<file path="config.mk">
export PLATFORM = sky130hd
export DESIGN_NAME = nl_duty_mod
export DESIGN_NICKNAME = d
export VERILOG_FILES = /design/src/rtl/nldm_pkg.sv /design/src/rtl/nldm_divider.sv /design/src/rtl/nldm_level_calc.sv /design/src/rtl/nldm_sequencer.sv /design/src/rtl/nl_duty_mod.sv
export SDC_FILE = /design/constraint.sdc
export NUM_CORES = 1
export LEC_CHECK = 0
export CAP_MARGIN = 20
export CORE_UTILIZATION = 39
export CTS_CLUSTER_SIZE = 12
export DETAILED_ROUTE_END_ITERATION = 10
export PLACE_DENSITY = 0.6
export SETUP_SLACK_MARGIN = 0.2
export SLEW_MARGIN = 20
export SYNTH_ARGS = -nofsm -noshare
export SYNTH_HDL_FRONTEND = slang
export SYNTH_HIERARCHICAL = 1
export SYNTH_SLANG_ARGS = --single-unit
</file>
<file path="constraint.sdc">
create_clock -name clk -period 9.2 [get_ports clk]
set_input_delay 1.84 -clock clk [delete_from_list [all_inputs] [get_ports clk]]
set_output_delay 1.84 -clock clk [all_outputs]
set_load 0.005 [all_outputs]
</file>
<file path="src/rtl/nldm_pkg.sv">
package nldm_pkg;

  // Which boundary, if any, clipped the reference in a period.
  typedef enum logic [1:0] {
    SAT_NONE = 2'd0,
    SAT_HIGH = 2'd1,
    SAT_LOW  = 2'd2
  } sat_kind_e;

endpackage

</file>
<file path="src/rtl/nldm_divider.sv">
// Serial restoring divider: |vref| * 2^FRAC_W / step, one quotient bit per cycle.
module nldm_divider #(
  parameter int REF_W  = 16,
  parameter int STEP_W = 12,
  parameter int FRAC_W = 8
) (
  input  logic                     clk,
  input  logic                     rst_n,
  input  logic                     start_i,
  input  logic signed [REF_W-1:0]  ref_i,
  input  logic [STEP_W-1:0]        step_i,
  output logic                     done_o,
  output logic                     neg_o,
  output logic                     rem_nz_o,
  output logic [REF_W+FRAC_W-1:0]  quot_o
);
  localparam int NUM_W = REF_W + FRAC_W;
  localparam int IDX_W = $clog2(NUM_W);
  localparam logic [IDX_W-1:0] LAST_IDX = IDX_W'(NUM_W - 1);

  logic [NUM_W-1:0]  num_q;
  logic [NUM_W-1:0]  quot_q;
  logic [STEP_W-1:0] rem_q;
  logic [STEP_W-1:0] div_q;
  logic [IDX_W-1:0]  idx_q;
  logic              busy_q;
  logic              done_q;
  logic              neg_q;
  logic [STEP_W:0]   stage_w;

  function automatic logic [REF_W-1:0] magnitude(input logic signed [REF_W-1:0] v);
    logic [REF_W-1:0] u;
    u = v;
    return v[REF_W-1] ? (~u + 1'b1) : u;
  endfunction

  // Returns {next remainder, quotient bit}.
  function automatic logic [STEP_W:0] div_stage(input logic [STEP_W-1:0] rem,
                                                input logic              nbit,
                                                input logic [STEP_W-1:0] d);
    logic [STEP_W:0] trial;
    logic [STEP_W:0] diff;
    trial = {rem, nbit};
    diff  = trial - {1'b0, d};
    if (trial >= {1'b0, d}) return {diff[STEP_W-1:0], 1'b1};
    return {trial[STEP_W-1:0], 1'b0};
  endfunction

  assign stage_w = div_stage(rem_q, num_q[NUM_W-1], div_q);

  always_ff @(posedge clk) begin
    if (!rst_n) begin
      num_q  <= '0;
      quot_q <= '0;
      rem_q  <= '0;
      div_q  <= '0;
      idx_q  <= '0;
      busy_q <= 1'b0;
      done_q <= 1'b0;
      neg_q  <= 1'b0;
    end else if (start_i) begin
      num_q  <= {magnitude(ref_i), {FRAC_W{1'b0}}};
      quot_q <= '0;
      rem_q  <= '0;
      div_q  <= step_i;
      idx_q  <= '0;
      busy_q <= 1'b1;
      done_q <= 1'b0;
      neg_q  <= ref_i[REF_W-1];
    end else if (busy_q) begin
      rem_q  <= stage_w[STEP_W:1];
      quot_q <= {quot_q[NUM_W-2:0], stage_w[0]};
      num_q  <= {num_q[NUM_W-2:0], 1'b0};
      idx_q  <= idx_q + 1'b1;
      if (idx_q == LAST_IDX) begin
        busy_q <= 1'b0;
        done_q <= 1'b1;
      end
    end
  end

  assign done_o   = done_q;
  assign neg_o    = neg_q;
  assign rem_nz_o = (rem_q != '0);
  assign quot_o   = quot_q;

endmodule

</file>
<file path="src/rtl/nldm_level_calc.sv">
// Floor, clipping, duty split and lowest-pair selection; purely combinational.
module nldm_level_calc import nldm_pkg::*; #(
  parameter int LEVELS = 3,
  parameter int REF_W  = 16,
  parameter int FRAC_W = 8,
  parameter int CNT_W  = 10,
  parameter int LEG_W  = 2
) (
  input  logic [REF_W+FRAC_W-1:0] quot_i,
  input  logic                    neg_i,
  input  logic                    rem_nz_i,
  input  logic [CNT_W-1:0]        period_i,
  output logic [LEG_W-1:0]        s1a_o,
  output logic [LEG_W-1:0]        s1b_o,
  output logic [LEG_W-1:0]        s2a_o,
  output logic [LEG_W-1:0]        s2b_o,
  output logic [CNT_W-1:0]        t1_o,
  output sat_kind_e               sat_o
);
  localparam int NUM_W = REF_W + FRAC_W;
  localparam int AW    = NUM_W + 1;
  localparam int KW    = AW - FRAC_W;
  localparam int PW    = FRAC_W + CNT_W + 1;
  localparam logic signed [KW-1:0] TOP_LVL = KW'(LEVELS - 1);

  logic signed [AW-1:0] a_fx;
  logic signed [KW-1:0] k_lo;
  logic signed [KW-1:0] lvl1;
  logic signed [KW-1:0] lvl2;
  logic [FRAC_W-1:0]    frac;

  // Signed floor of the fixed-point quotient from magnitude, sign and remainder.
  function automatic logic signed [AW-1:0] floor_fix(input logic [NUM_W-1:0] q,
                                                     input logic neg,
                                                     input logic rnz);
    logic signed [AW-1:0] qs;
    qs = $signed({1'b0, q});
    if (!neg) return qs;
    return -qs - $signed({{(AW-1){1'b0}}, rnz});
  endfunction

  // round(f / 2^FRAC_W * p), halves up.
  function automatic logic [CNT_W-1:0] upper_share(input logic [FRAC_W-1:0] f,
                                                   input logic [CNT_W-1:0]  p);
    logic [PW-1:0] prod;
    logic [PW-1:0] shifted;
    prod    = {{(CNT_W+1){1'b0}}, f} * {{(FRAC_W+1){1'b0}}, p};
    prod    = prod + PW'(1 << (FRAC_W - 1));
    shifted = prod >> FRAC_W;
    return CNT_W'(shifted);
  endfunction

  // Lowest-voltage leg pair for a line level: {leg A, leg B}.
  function automatic logic [2*LEG_W-1:0] leg_pair(input logic signed [KW-1:0] lvl);
    logic signed [KW-1:0] mag;
    mag = -lvl;
    if (lvl >= 0) return {LEG_W'(lvl), {LEG_W{1'b0}}};
    return {{LEG_W{1'b0}}, LEG_W'(mag)};
  endfunction

  always_comb begin
    a_fx = floor_fix(quot_i, neg_i, rem_nz_i);
    k_lo = a_fx[AW-1:FRAC_W];
    frac = a_fx[FRAC_W-1:0];
    if (k_lo >= TOP_LVL) begin
      sat_o = SAT_HIGH;
      lvl1  = TOP_LVL;
      lvl2  = TOP_LVL;
      t1_o  = period_i;
    end else if (k_lo < -TOP_LVL) begin
      sat_o = SAT_LOW;
      lvl1  = -TOP_LVL;
      lvl2  = -TOP_LVL;
      t1_o  = period_i;
    end else begin
      sat_o = SAT_NONE;
      lvl1  = k_lo;
      lvl2  = k_lo + KW'(1);
      t1_o  = period_i - upper_share(frac, period_i);
    end
    {s1a_o, s1b_o} = leg_pair(lvl1);
    {s2a_o, s2b_o} = leg_pair(lvl2);
  end

endmodule

</file>
<file path="src/rtl/nldm_sequencer.sv">
// Holds the applied pair of states and walks the period: lower state, then upper.
module nldm_sequencer #(
  parameter int LEG_W = 2,
  parameter int CNT_W = 10
) (
  input  logic             clk,
  input  logic             rst_n,
  input  logic             commit_i,
  input  logic [LEG_W-1:0] s1a_i,
  input  logic [LEG_W-1:0] s1b_i,
  input  logic [LEG_W-1:0] s2a_i,
  input  logic [LEG_W-1:0] s2b_i,
  input  logic [CNT_W-1:0] t1_i,
  output logic [LEG_W-1:0] leg_a_o,
  output logic [LEG_W-1:0] leg_b_o,
  output logic             valid_o
);
  logic [2*LEG_W-1:0] first_q;
  logic [2*LEG_W-1:0] second_q;
  logic [CNT_W-1:0]   t1_q;
  logic [CNT_W-1:0]   cnt_q;
  logic               valid_q;
  logic               in_second;

  always_ff @(posedge clk) begin
    if (!rst_n) begin
      first_q  <= '0;
      second_q <= '0;
      t1_q     <= '0;
      cnt_q    <= '0;
      valid_q  <= 1'b0;
    end else if (commit_i) begin
      first_q  <= {s1a_i, s1b_i};
      second_q <= {s2a_i, s2b_i};
      t1_q     <= t1_i;
      cnt_q    <= '0;
      valid_q  <= 1'b1;
    end else if (cnt_q != '1) begin
      cnt_q <= cnt_q + 1'b1;
    end
  end

  assign in_second          = (cnt_q >= t1_q);
  assign {leg_a_o, leg_b_o} = in_second ? second_q : first_q;
  assign valid_o            = valid_q;

endmodule

</file>
<file path="src/rtl/nl_duty_mod.sv">
module nl_duty_mod import nldm_pkg::*; #(
  parameter  int LEVELS = 3,
  parameter  int REF_W  = 16,
  parameter  int STEP_W = 12,
  parameter  int FRAC_W = 8,
  parameter  int CNT_W  = 10,
  localparam int LEG_W  = $clog2(LEVELS)
) (
  input  logic                    clk,
  input  logic                    rst_n,
  input  logic                    period_start_i,
  input  logic signed [REF_W-1:0] vref_i,
  input  logic [STEP_W-1:0]       step_i,
  input  logic [CNT_W-1:0]        period_len_i,
  output logic [LEG_W-1:0]        leg_a_o,
  output logic [LEG_W-1:0]        leg_b_o,
  output logic                    valid_o
);
  localparam int NUM_W = REF_W + FRAC_W;

  logic             div_done;
  logic             div_neg;
  logic             div_rnz;
  logic [NUM_W-1:0] div_quot;
  logic [CNT_W-1:0] p_hold_q;
  logic             commit_w;
  sat_kind_e        sat_w;
  logic [LEG_W-1:0] s1a_w, s1b_w, s2a_w, s2b_w;
  logic [CNT_W-1:0] t1_w;

  // Period length travels with the reference it was captured alongside.
  always_ff @(posedge clk) begin
    if (!rst_n)              p_hold_q <= '0;
    else if (period_start_i) p_hold_q <= period_len_i;
  end

  assign commit_w = period_start_i && div_done;

  nldm_divider #(
    .REF_W (REF_W),
    .STEP_W(STEP_W),
    .FRAC_W(FRAC_W)
  ) u_div (
    .clk     (clk),
    .rst_n   (rst_n),
    .start_i (period_start_i),
    .ref_i   (vref_i),
    .step_i  (step_i),
    .done_o  (div_done),
    .neg_o   (div_neg),
    .rem_nz_o(div_rnz),
    .quot_o  (div_quot)
  );

  nldm_level_calc #(
    .LEVELS(LEVELS),
    .REF_W (REF_W),
    .FRAC_W(FRAC_W),
    .CNT_W (CNT_W),
    .LEG_W (LEG_W)
  ) u_calc (
    .quot_i  (div_quot),
    .neg_i   (div_neg),
    .rem_nz_i(div_rnz),
    .period_i(p_hold_q),
    .s1a_o   (s1a_w),
    .s1b_o   (s1b_w),
    .s2a_o   (s2a_w),
    .s2b_o   (s2b_w),
    .t1_o    (t1_w),
    .sat_o   (sat_w)
  );

  nldm_sequencer #(
    .LEG_W(LEG_W),
    .CNT_W(CNT_W)
  ) u_seq (
    .clk     (clk),
    .rst_n   (rst_n),
    .commit_i(commit_w),
    .s1a_i   (s1a_w),
    .s1b_i   (s1b_w),
    .s2a_i   (s2a_w),
    .s2b_i   (s2b_w),
    .t1_i    (t1_w),
    .leg_a_o (leg_a_o),
    .leg_b_o (leg_b_o),
    .valid_o (valid_o)
  );

endmodule

</file>
**After elaboration in Yosys (flattened, before gate mapping)**

Cells that the tools add are included.

- Logic and storage cells: 65
- Register bits: 111
- Output and inout bits: 5

- $lt $le $gt $ge: 6
- Equality and inequality tests: 2
- Multiply operators: 1
- Muxes and demuxes: 23
- Add/subtract/negate cells: 11
- Reductions and logical operators: 6
- Bitwise logic cells: 2

Operator list:

| operator | number |
|---|---|
| $mux 17 | 4 |
| $mux 24 | 2 |
| $ge 17x1->1 const B | 2 |
| $mux 13 | 2 |
| $mux 25 | 1 |
| $neg 24->25 | 1 |
| $sub 25x2->25 | 1 |
| $mux 10 | 2 |
| $mux 4 | 5 |
| $add 18x8->18 const B | 1 |
| $mul 8x10->18 | 1 |
| $add 17x2->17 const B | 1 |
| $ge 17x3->1 const B | 1 |
| $lt 17x2->1 const B | 1 |
| $add 16x1->16 const B | 1 |
| $mux 16 | 1 |
| $not 16->16 | 1 |
| $ge 13x12->1 | 1 |
| $reduce_bool 12->1 | 1 |
| $sub 12x12->12 | 1 |
| $add 10x1->10 const B | 1 |
| $ge 10x10->1 | 1 |
| $ne 10x10->1 const B | 1 |
| $sub 10x10->10 | 1 |
| 9 further kinds | 16 |

**Depth between registers and ports, before layout**

Gate-level depths: netlist of run 1.

- Depth in word-level cells: 9
- Gate-level depth with buffers: 42
- Mapped depth without buffers: 42

**Modules after synthesis**

The synthesis of run 1 kept the hierarchy.

Modules (own cells, without submodules):

| module | area each (µm²) | instances | cells an instance |
|---|---|---|---|
| nldm_level_calc | 4981.0 | 1 | 631 |
| nldm_divider | 3763.6 | 1 | 415 |
| nldm_sequencer | 1470.2 | 1 | 149 |
| nl_duty_mod | 381.6 | 1 | 32 |

**Worst setup path before layout of run 1**

Ideal clock, no wire load.

- Path type: flip-flop to flip-flop
- Start point: reg u_div.neg_q, in the netlist u_div/neg_o
- End point: reg u_seq.t1_q[9]
- Slack: 1500 ps
- Cell stages (with the launch flop): 35
- Setup time: 65 ps
- Arrival: 7634 ps
- Period minus slack after synthesis: 7700 ps
- Path through: dfxtp_1 -> clkbuf_1 -> clkbuf_1 -> buf_1 -> clkbuf_1 -> mux2i_1 -> nor2b_1 -> fa_1 -> inv_1 -> fa_1 -> inv_1 -> fa_1 -> inv_1 -> fa_1 -> inv_1 -> ha_1 -> nand4_1 -> o221a_2 -> o21ai_0 -> nor2_1 -> nor2b_1 -> nor2_1 -> xor2_1 -> ha_1 -> o2111ai_1 -> nand3_1 -> or4_1 -> a31oi_1 -> o21bai_1 -> xnor2_1 -> xnor2_1 -> nor3_1 -> xor2_1 -> mux2i_1 -> nor2b_1

- Word-level cells in the longest chain between the ends: 6
- Elaborated cells between the ends (all ways): 8
- Those cells by class: add/sub (2); mul (1); order compare (2); mux (3)

RTL lines:

| item | line | text |
|---|---|---|
| from (decl) | nldm_divider.sv:28 | `logic neg_q;` |
| from (signal assigned) | nldm_divider.sv:69 | `neg_q <= ref_i[REF_W-1];` |
| $mux 25 * | nldm_level_calc.sv:39 | `return -qs - $signed({{(AW-1){1'b0}}, rnz});` |
| $mul 8x10->18 | nldm_level_calc.sv:47 | `prod = {{(CNT_W+1){1'b0}}, f} * {{(FRAC_W+1){1'b0}}, p};` |
| $add 18x8->18 | nldm_level_calc.sv:48 | `prod = prod + PW'(1 << (FRAC_W - 1));` |
| $sub 10x10->10 | nldm_level_calc.sv:79 | `t1_o = period_i - upper_share(frac, period_i);` |
| $mux 10 | nldm_level_calc.sv:70 | `end else if (k_lo < -TOP_LVL) begin` |
| $mux 10 * | nldm_level_calc.sv:65 | `if (k_lo >= TOP_LVL) begin` |
| via t1_w[9] | nl_duty_mod.sv:29 | `logic [CNT_W-1:0] t1_w;` |
| to (signal assigned) | nldm_sequencer.sv:35 | `t1_q <= t1_i;` |
| to (decl) | nldm_sequencer.sv:20 | `logic [CNT_W-1:0] t1_q;` |

The timed path passes the listed nets; every way through them passes the cells marked *.
A chain may end at the register's enable or synchronous reset.

**Final worst setup path of run 1**

- Start point: reg u_div.rem_q[6]
- End point: reg u_seq.t1_q[9]

- Word-level cells in the longest chain between the ends: 8
- Elaborated cells between the ends (all ways): 10
- Those cells by class: add/sub (3); mul (1); order compare (2); mux (3); reduce/logical (1)

RTL lines:

| item | line | text |
|---|---|---|
| from (decl) | nldm_divider.sv:23 | `logic [STEP_W-1:0] rem_q;` |
| from (signal assigned) | nldm_divider.sv:71 | `rem_q <= stage_w[STEP_W:1];` |
| $reduce_bool 12->1 * | nldm_divider.sv:84 | `assign rem_nz_o = (rem_q != '0);` |
| via div_rnz | nl_duty_mod.sv:23 | `logic div_rnz;` |
| $sub 25x2->25 * | nldm_level_calc.sv:39 |  |
| $mux 25 * | nldm_level_calc.sv:39 |  |
| $mul 8x10->18 | nldm_level_calc.sv:47 |  |
| $add 18x8->18 | nldm_level_calc.sv:48 |  |
| $sub 10x10->10 | nldm_level_calc.sv:79 |  |
| $mux 10 | nldm_level_calc.sv:70 |  |
| $mux 10 * | nldm_level_calc.sv:65 |  |
| via t1_w[9] | nl_duty_mod.sv:29 |  |

Marked as above.

==> run_summary.xml, run 1 <==
<?xml version="1.0" encoding="UTF-8"?>
<metrics>
  <group name="final_layout">
    <metric name="fillCellCount" unit="">2635</metric>
    <metric name="fin_util" unit="%">44.3</metric>
    <metric name="most-common-layout-cells" unit="">sky130_fd_sc_hd__inv_1 (146), sky130_fd_sc_hd__dfxtp_1 (110), sky130_fd_sc_hd__ha_1 (104), sky130_fd_sc_hd__mux2i_1 (98), sky130_fd_sc_hd__nor2b_1 (96)</metric>
    <metric name="antenna_cells_inserted" unit="">0</metric>
    <metric name="drive_above_1_share" unit="%">5.65</metric>
    <metric name="layout-area-overhead-vs-synth" unit="%">10.2</metric>
    <metric name="nets_final" unit="">1446</metric>
    <metric name="layout_commonest_cell" unit="">sky130_fd_sc_hd__inv_1</metric>
  </group>
  <group name="floorplanning">
    <metric name="i_o_pin_count" unit="">46</metric>
    <metric name="die_height" unit="µm">167</metric>
    <metric name="core" unit="µm²">26400</metric>
    <metric name="die_w" unit="µm">167</metric>
    <metric name="die-area" unit="µm²">27800</metric>
    <metric name="start_util" unit="%">40.2</metric>
    <metric name="core.rowCount" unit="">59</metric>
  </group>
  <group name="setup_path">
    <metric name="cp_data_required_time" unit="ns">9.50</metric>
    <metric name="cp_data_arrival_time" unit="ns">8.57</metric>
    <metric name="crit_path_category" unit="">reg2reg</metric>
    <metric name="crit_fanout" unit="">10</metric>
    <metric name="ff2ff_path_depth" unit="">42</metric>
    <metric name="setup_crit_start_kind" unit="">register</metric>
    <metric name="cpPeakStageDelay" unit="ns">0.53</metric>
    <metric name="endpoint_kind" unit="">register</metric>
    <metric name="crit_slowest_cell" unit="">sky130_fd_sc_hd__fa_1</metric>
    <metric name="critPathMostFrequentCell" unit="">sky130_fd_sc_hd__inv_1</metric>
  </group>
  <group name="timing">
    <metric name="final_period_demand_of_the_worst_path" unit="ns">8.27</metric>
    <metric name="final_min_period_over_clock_period" unit="%">89.9</metric>
    <metric name="timing_max_transition_violations_final" unit="">0</metric>
    <metric name="finalHoldViolCount" unit="">0</metric>
    <metric name="clock_skew" unit="ns">0.0173</metric>
    <metric name="grt_setup_unrepaired" unit="">no</metric>
    <metric name="max_clock_freq" unit="MHz">121</metric>
    <metric name="worst-slew-pin-transition" unit="ns">0.895</metric>
    <metric name="fin_tns_setup" unit="ns">0</metric>
    <metric name="slew_headroom" unit="%">39.6</metric>
    <metric name="holdWs" unit="ns">0.464</metric>
    <metric name="final-setup-viol-count" unit="">0</metric>
  </group>
  <group name="cts">
    <metric name="clock_path_buffers" unit="">2</metric>
    <metric name="library_cell_used_as_clock_root_buffer" unit="">sky130_fd_sc_hd__clkbuf_16</metric>
    <metric name="clkSinkCount" unit="">111</metric>
    <metric name="tritoncts" unit="">yes</metric>
    <metric name="clk_pin_slew" unit="ns">0.09</metric>
    <metric name="hold_buffers" unit="">0</metric>
    <metric name="cts_made_buffers" unit="">9</metric>
    <metric name="clk-insertion-delay-late" unit="ns">0.37</metric>
    <metric name="h_tree_depth" unit="">3</metric>
  </group>
  <group name="detailed_routing">
    <metric name="detailed_route_wire_length" unit="µm">22500</metric>
    <metric name="vias" unit="">8291</metric>
    <metric name="firstDrtPassIters" unit="">5</metric>
    <metric name="detail_route.wl_per_cell" unit="µm">14.2</metric>
    <metric name="drc_errors" unit="">0</metric>
    <metric name="drt_iter0_drc" unit="">401</metric>
    <metric name="detail-route-antenna-nets" unit="">0</metric>
    <metric name="routed_via_density" unit="">5.21</metric>
  </group>
  <group name="grt">
    <metric name="pin_count_of_the_biggest_net_entering_global_routing" unit="">55</metric>
    <metric name="antenna_violations_before_repair" unit="">0</metric>
    <metric name="first_global_vias" unit="">8114</metric>
    <metric name="wire_length_of_the_first_global_routing_pass" unit="µm">39400</metric>
    <metric name="grt_use_total" unit="%">16.8</metric>
    <metric name="grt_overflow" unit="">0</metric>
  </group>
  <group name="pwr">
    <metric name="power_per_cell_area" unit="nW/µm²">114</metric>
    <metric name="power.ir.vdd_worst" unit="V">0.0000993</metric>
    <metric name="power.leakage" unit="nW">4.96</metric>
  </group>
  <group name="outcome">
    <metric name="outcome" unit="">finished clean</metric>
  </group>
  <group name="synthesis">
    <metric name="syn-instance-count" unit="">1226</metric>
    <metric name="post_synth_instance_area" unit="µm²">10600</metric>
    <metric name="number_of_nets_produced_by_synthesis" unit="">1420</metric>
    <metric name="synthesis.area_per_instance" unit="µm²">8.64</metric>
    <metric name="synth.yosys.warnings" unit="">6</metric>
  </group>
  <group name="placed_design">
    <metric name="gpl.final_weighted_congestion" unit="">0.848</metric>
    <metric name="hpwl" unit="µm">17000</metric>
    <metric name="port_bufs" unit="">45</metric>
  </group>
  <group name="min_path">
    <metric name="worst_hold_path.num_cells" unit="">1</metric>
    <metric name="worstHoldPathType" unit="">reg2reg</metric>
  </group>
  <group name="run">
    <metric name="cap_viol_max_count" unit="">0</metric>
  </group>
</metrics>
state kept, by name (all words and copies together), names as in the netlist:
| name | count |
|---|---|
| p_hold_q | 10 |
| u_div/busy_q | 1 |
| u_div/div_q | 12 |
| u_div/done_o | 1 |
| u_div/idx_q | 5 |
| u_div/neg_o | 1 |
| u_div/num_q | 16 |
| u_div/quot_o | 24 |
| u_div/rem_q | 12 |
| u_seq/cnt_q | 10 |
| u_seq/first_q | 4 |
| u_seq/second_q | 4 |
| u_seq/t1_q | 10 |
| u_seq/valid_o | 1 |
routing by layer:
layer / wire, µm / share of wire (%) / track usage [%] / vias up
li1: - / - / - / 4287
met1: 11900 / 53 / 24.1 / 3874
met2: 9920 / 44 / 27.5 / 119
met3: 620 / 2.8 / 2.23 / 11
met4: 129 / 0.57 / 2.29 / 0
met5: 0 / 0 / 0 / -
through the flow:
step / instance area (µm²) / worst slack, ns / total power, mW / cells
3_5_place_dp: 11400 / 0.785 / 0.935 / 1576
5_1_grt: 11700 / 0.220 / 1.41 / 1592
3_3_place_gp: 11400 / 0.971 / 0.932 / 1576
2_1_floorplan: 10600 / 1.50 / 0.842 / 1226
4_1_cts: 11700 / 0.750 / 1.34 / 1592
6_report: 11700 / 0.928 / 1.33 / 1592
where the power goes:
part / leakage, nW / internal [mW] / switching [mW]
sequential: 0.904 / 0.495 / 0.0199
combinational: 3.91 / 0.197 / 0.211
clock: 0.144 / 0.193 / 0.209
total: 4.96 / 0.885 / 0.441
final timing paths:
kind	from	to	slack, ns
worst min register to register	u_seq/valid_o$_SDFFE_PN0P_	u_seq/valid_o$_SDFFE_PN0P_	0.46
worst min-delay path	u_seq/valid_o$_SDFFE_PN0P_	u_seq/valid_o$_SDFFE_PN0P_	0.46
worst max-delay path	u_div/rem_q[6]$_SDFFE_PP0P_	u_seq/t1_q[9]$_SDFFE_PN0P_	0.93
worst max register to register	u_div/rem_q[6]$_SDFFE_PP0P_	u_seq/t1_q[9]$_SDFFE_PN0P_	0.93
timing repair:
item,4_1_cts,5_1_grt
hold endpoints to repair,0,0
setup buffers,0,0
setup endpoints to repair,0,1
gates resized for setup,0,1
final cells by class:
cell class / count / area [µm²] / share of cell area, %
multi-input combinational: 927 / 7650 / 65.5
clock buffer: 9 / 225 / 1.93
clock inverter: 7 / 73.8 / 0.633
tap: 335 / 419 / 3.59
inverter: 146 / 548 / 4.70
sequential: 111 / 2220 / 19.1
timing repair buffer: 57 / 531 / 4.55
critical path: cells and delay by family (launching register included):
kind	cells	cell delay [ns]
compound gates	8	1.17
xor+xnor	5	0.72
flops	1	0.35
buf+inv	6	0.33
fa+ha+maj	9	3.24
simple gates	13	2.29
mux	1	0.08
(Power assumes the default switching activity.)
==> run 2: changes to the inputs <==
PLACE_DENSITY = 0.62   (was 0.6)
clock period = 6.67 ns   (was 9.2 ns; I/O delays follow)
==> run 2 against run 1 <==
The run now ends with negative setup slack left. Clock skew hardly changed. Cell area is 9.4% higher. Clock power is 48% higher. Cell count is 6.0% higher. Register-to-register slack worse by 1.8 ns. Sequential power is 37% higher. Global-route usage is 0.87 points higher. Non-clock buffer count is 93 higher. Utilization is 4.2 points higher. Routed wire length is 6.6% higher. Critical path depth is 1 lower.
==> run_summary.xml, run 2 (synthesized netlist as in run 1, its figures left out) <==
<?xml version="1.0" encoding="UTF-8"?>
<metrics>
  <group name="outcome">
    <metric name="outcome" unit="">finished with violations</metric>
    <metric name="failing_checks" unit="">negative setup slack</metric>
  </group>
  <group name="setup_path">
    <metric name="setup_crit_start_kind" unit="">register</metric>
    <metric name="setup.reg_to_reg.worst_slack" unit="ns">-0.83</metric>
    <metric name="crit_path_category" unit="">reg2reg</metric>
    <metric name="critPathBufInv" unit="">8</metric>
    <metric name="cp_data_required_time" unit="ns">6.97</metric>
    <metric name="crit_slowest_cell" unit="">sky130_fd_sc_hd__fa_1</metric>
    <metric name="crit_fanout" unit="">4</metric>
    <metric name="critical-path-top-delay-family" unit="">adder cells</metric>
    <metric name="endpoint_kind" unit="">register</metric>
    <metric name="cp_data_arrival_time" unit="ns">7.80</metric>
    <metric name="cpPeakStageDelay" unit="ns">0.53</metric>
  </group>
  <group name="detailed_routing">
    <metric name="top_signal_layer_used" unit="">met4</metric>
    <metric name="drt_iter0_drc" unit="">353</metric>
    <metric name="detailed_route_wire_length" unit="µm">24000</metric>
    <metric name="drc_errors" unit="">0</metric>
    <metric name="routed_via_density" unit="">5.14</metric>
    <metric name="detail-route-antenna-nets" unit="">0</metric>
    <metric name="firstDrtPassIters" unit="">4</metric>
    <metric name="total_length_of_routed_met3_wires" unit="µm">715</metric>
    <metric name="detail_route.wl_per_cell" unit="µm">14.2</metric>
    <metric name="detail_route.wirelength.met1" unit="µm">12000</metric>
    <metric name="vias" unit="">8678</metric>
    <metric name="met2_wirelength" unit="µm">11100</metric>
  </group>
  <group name="final_layout">
    <metric name="register_area" unit="µm²">2230</metric>
    <metric name="nets_final" unit="">1539</metric>
    <metric name="multi_input_area" unit="µm²">7970</metric>
    <metric name="drive_above_1_share" unit="%">16.4</metric>
    <metric name="layout_commonest_cell" unit="">sky130_fd_sc_hd__inv_1</metric>
    <metric name="fillCellCount" unit="">2496</metric>
    <metric name="largest_register_ff_count" unit="">24</metric>
    <metric name="layout-area-overhead-vs-synth" unit="%">20.6</metric>
    <metric name="finished_layout_cells" unit="">1687</metric>
    <metric name="most-common-layout-cells" unit="">sky130_fd_sc_hd__inv_1 (140), sky130_fd_sc_hd__dfxtp_1 (107), sky130_fd_sc_hd__buf_4 (97), sky130_fd_sc_hd__mux2i_1 (94), sky130_fd_sc_hd__ha_1 (94)</metric>
  </group>
  <group name="timing">
    <metric name="final_min_period_over_clock_period" unit="%">112</metric>
    <metric name="timing_max_transition_violations_final" unit="">0</metric>
    <metric name="final_critical_path_setup_slack" unit="ns">-0.832</metric>
    <metric name="max_clock_freq" unit="MHz">133</metric>
    <metric name="grt_setup_unrepaired" unit="">yes</metric>
    <metric name="worst-slew-pin-transition" unit="ns">1.00</metric>
    <metric name="final_period_demand_of_the_worst_path" unit="ns">7.50</metric>
    <metric name="slew_headroom" unit="%">32.3</metric>
    <metric name="finalHoldViolCount" unit="">0</metric>
    <metric name="final-setup-viol-count" unit="">6</metric>
    <metric name="clock_skew" unit="ns">0.0170</metric>
    <metric name="fin_tns_setup" unit="ns">-2.54</metric>
  </group>
  <group name="floorplanning">
    <metric name="core" unit="µm²">26400</metric>
    <metric name="i_o_pin_count" unit="">46</metric>
    <metric name="die_height" unit="µm">167</metric>
    <metric name="start_util" unit="%">40.2</metric>
    <metric name="die_w" unit="µm">167</metric>
    <metric name="die-area" unit="µm²">27800</metric>
    <metric name="core.rowCount" unit="">59</metric>
  </group>
  <group name="grt">
    <metric name="pin_count_of_the_biggest_net_entering_global_routing" unit="">59</metric>
    <metric name="first_global_vias" unit="">8538</metric>
    <metric name="wire_length_of_the_first_global_routing_pass" unit="µm">41000</metric>
    <metric name="grt_use_total" unit="%">17.7</metric>
    <metric name="grt_overflow" unit="">0</metric>
    <metric name="antenna_violations_before_repair" unit="">2</metric>
  </group>
  <group name="run">
    <metric name="cap_viol_max_count" unit="">0</metric>
  </group>
  <group name="cts">
    <metric name="cts_made_buffers" unit="">9</metric>
    <metric name="hold_buffers" unit="">0</metric>
    <metric name="clkSinkCount" unit="">111</metric>
    <metric name="tritoncts" unit="">yes</metric>
    <metric name="clk-insertion-delay-late" unit="ns">0.36</metric>
    <metric name="clk_pin_slew" unit="ns">0.09</metric>
    <metric name="clock_path_buffers" unit="">2</metric>
    <metric name="h_tree_depth" unit="">3</metric>
    <metric name="library_cell_used_as_clock_root_buffer" unit="">sky130_fd_sc_hd__clkbuf_16</metric>
  </group>
  <group name="placed_design">
    <metric name="gpl.final_weighted_congestion" unit="">0.833</metric>
    <metric name="placedCellCount" unit="">1660</metric>
    <metric name="post-place-ws" unit="ns">-1.20</metric>
    <metric name="port_bufs" unit="">45</metric>
    <metric name="hpwl" unit="µm">18500</metric>
  </group>
  <group name="pwr">
    <metric name="power.leakage" unit="nW">5.49</metric>
    <metric name="power_per_cell_area" unit="nW/µm²">157</metric>
    <metric name="power.ir.vdd_worst" unit="V">0.000118</metric>
  </group>
  <group name="min_path">
    <metric name="worstHoldPathType" unit="">reg2reg</metric>
  </group>
</metrics>
[run 2: per-stage QoR]
stage	instance area [µm²]	hold slack [ns]	util (%)	total power, mW
6_report	12800	0.460	48.4	2.00
3_3_place_gp	12100	0.439	45.9	1.35
4_1_cts	12600	0.464	47.8	2.00
2_1_floorplan	10700	0.429	-	1.17
3_5_place_dp	12100	0.446	45.9	1.36
5_1_grt	12800	0.494	48.4	2.13
[run 2: area by class of cell]
class | count | share of cell area (%)
sequential | 111 | 17.4
timing repair buffer | 150 | 9.86
inverter | 146 | 4.29
clock buffer | 9 | 1.76
tap | 335 | 3.28
clock inverter | 7 | 0.862
multi-input combinational | 927 | 62.5
antenna | 2 | 0.0392
[run 2: timing repair]
| action | in CTS | in global routing |
|---|---|---|
| cloned | 0 | 0 |
| pin swaps | 22 | 14 |
| gates resized for setup | 23 | 30 |
| setup endpoints to repair | 8 | 9 |
| setup buffers | 5 | 4 |
[run 2: final timing paths]
path / endpoint / depth (start not counted) / startpoint
hold / removal: u_seq/valid_o$_SDFFE_PN0P_ / 1 / u_seq/valid_o$_SDFFE_PN0P_
hold reg to reg: u_seq/valid_o$_SDFFE_PN0P_ / 1 / u_seq/valid_o$_SDFFE_PN0P_
setup reg to reg: u_seq/t1_q[9]$_SDFFE_PN0P_ / 41 / u_div/rem_q[6]$_SDFFE_PP0P_
setup / recovery: u_seq/t1_q[9]$_SDFFE_PN0P_ / 41 / u_div/rem_q[6]$_SDFFE_PP0P_
[run 2: where the power goes]
group | leakage, nW | switching (mW) | internal (mW) | total, mW
combinational | 4.43 | 0.338 | 0.365 | 0.703
sequential | 0.905 | 0.0210 | 0.683 | 0.704
clock | 0.162 | 0.286 | 0.309 | 0.595
[run 2: layer usage]
metal  GRT usage, %  up-vias
met1           24.0     4088
met2           29.9      116
met5              0        -
li1               -     4461
met4           2.90        0
met3           2.92       13
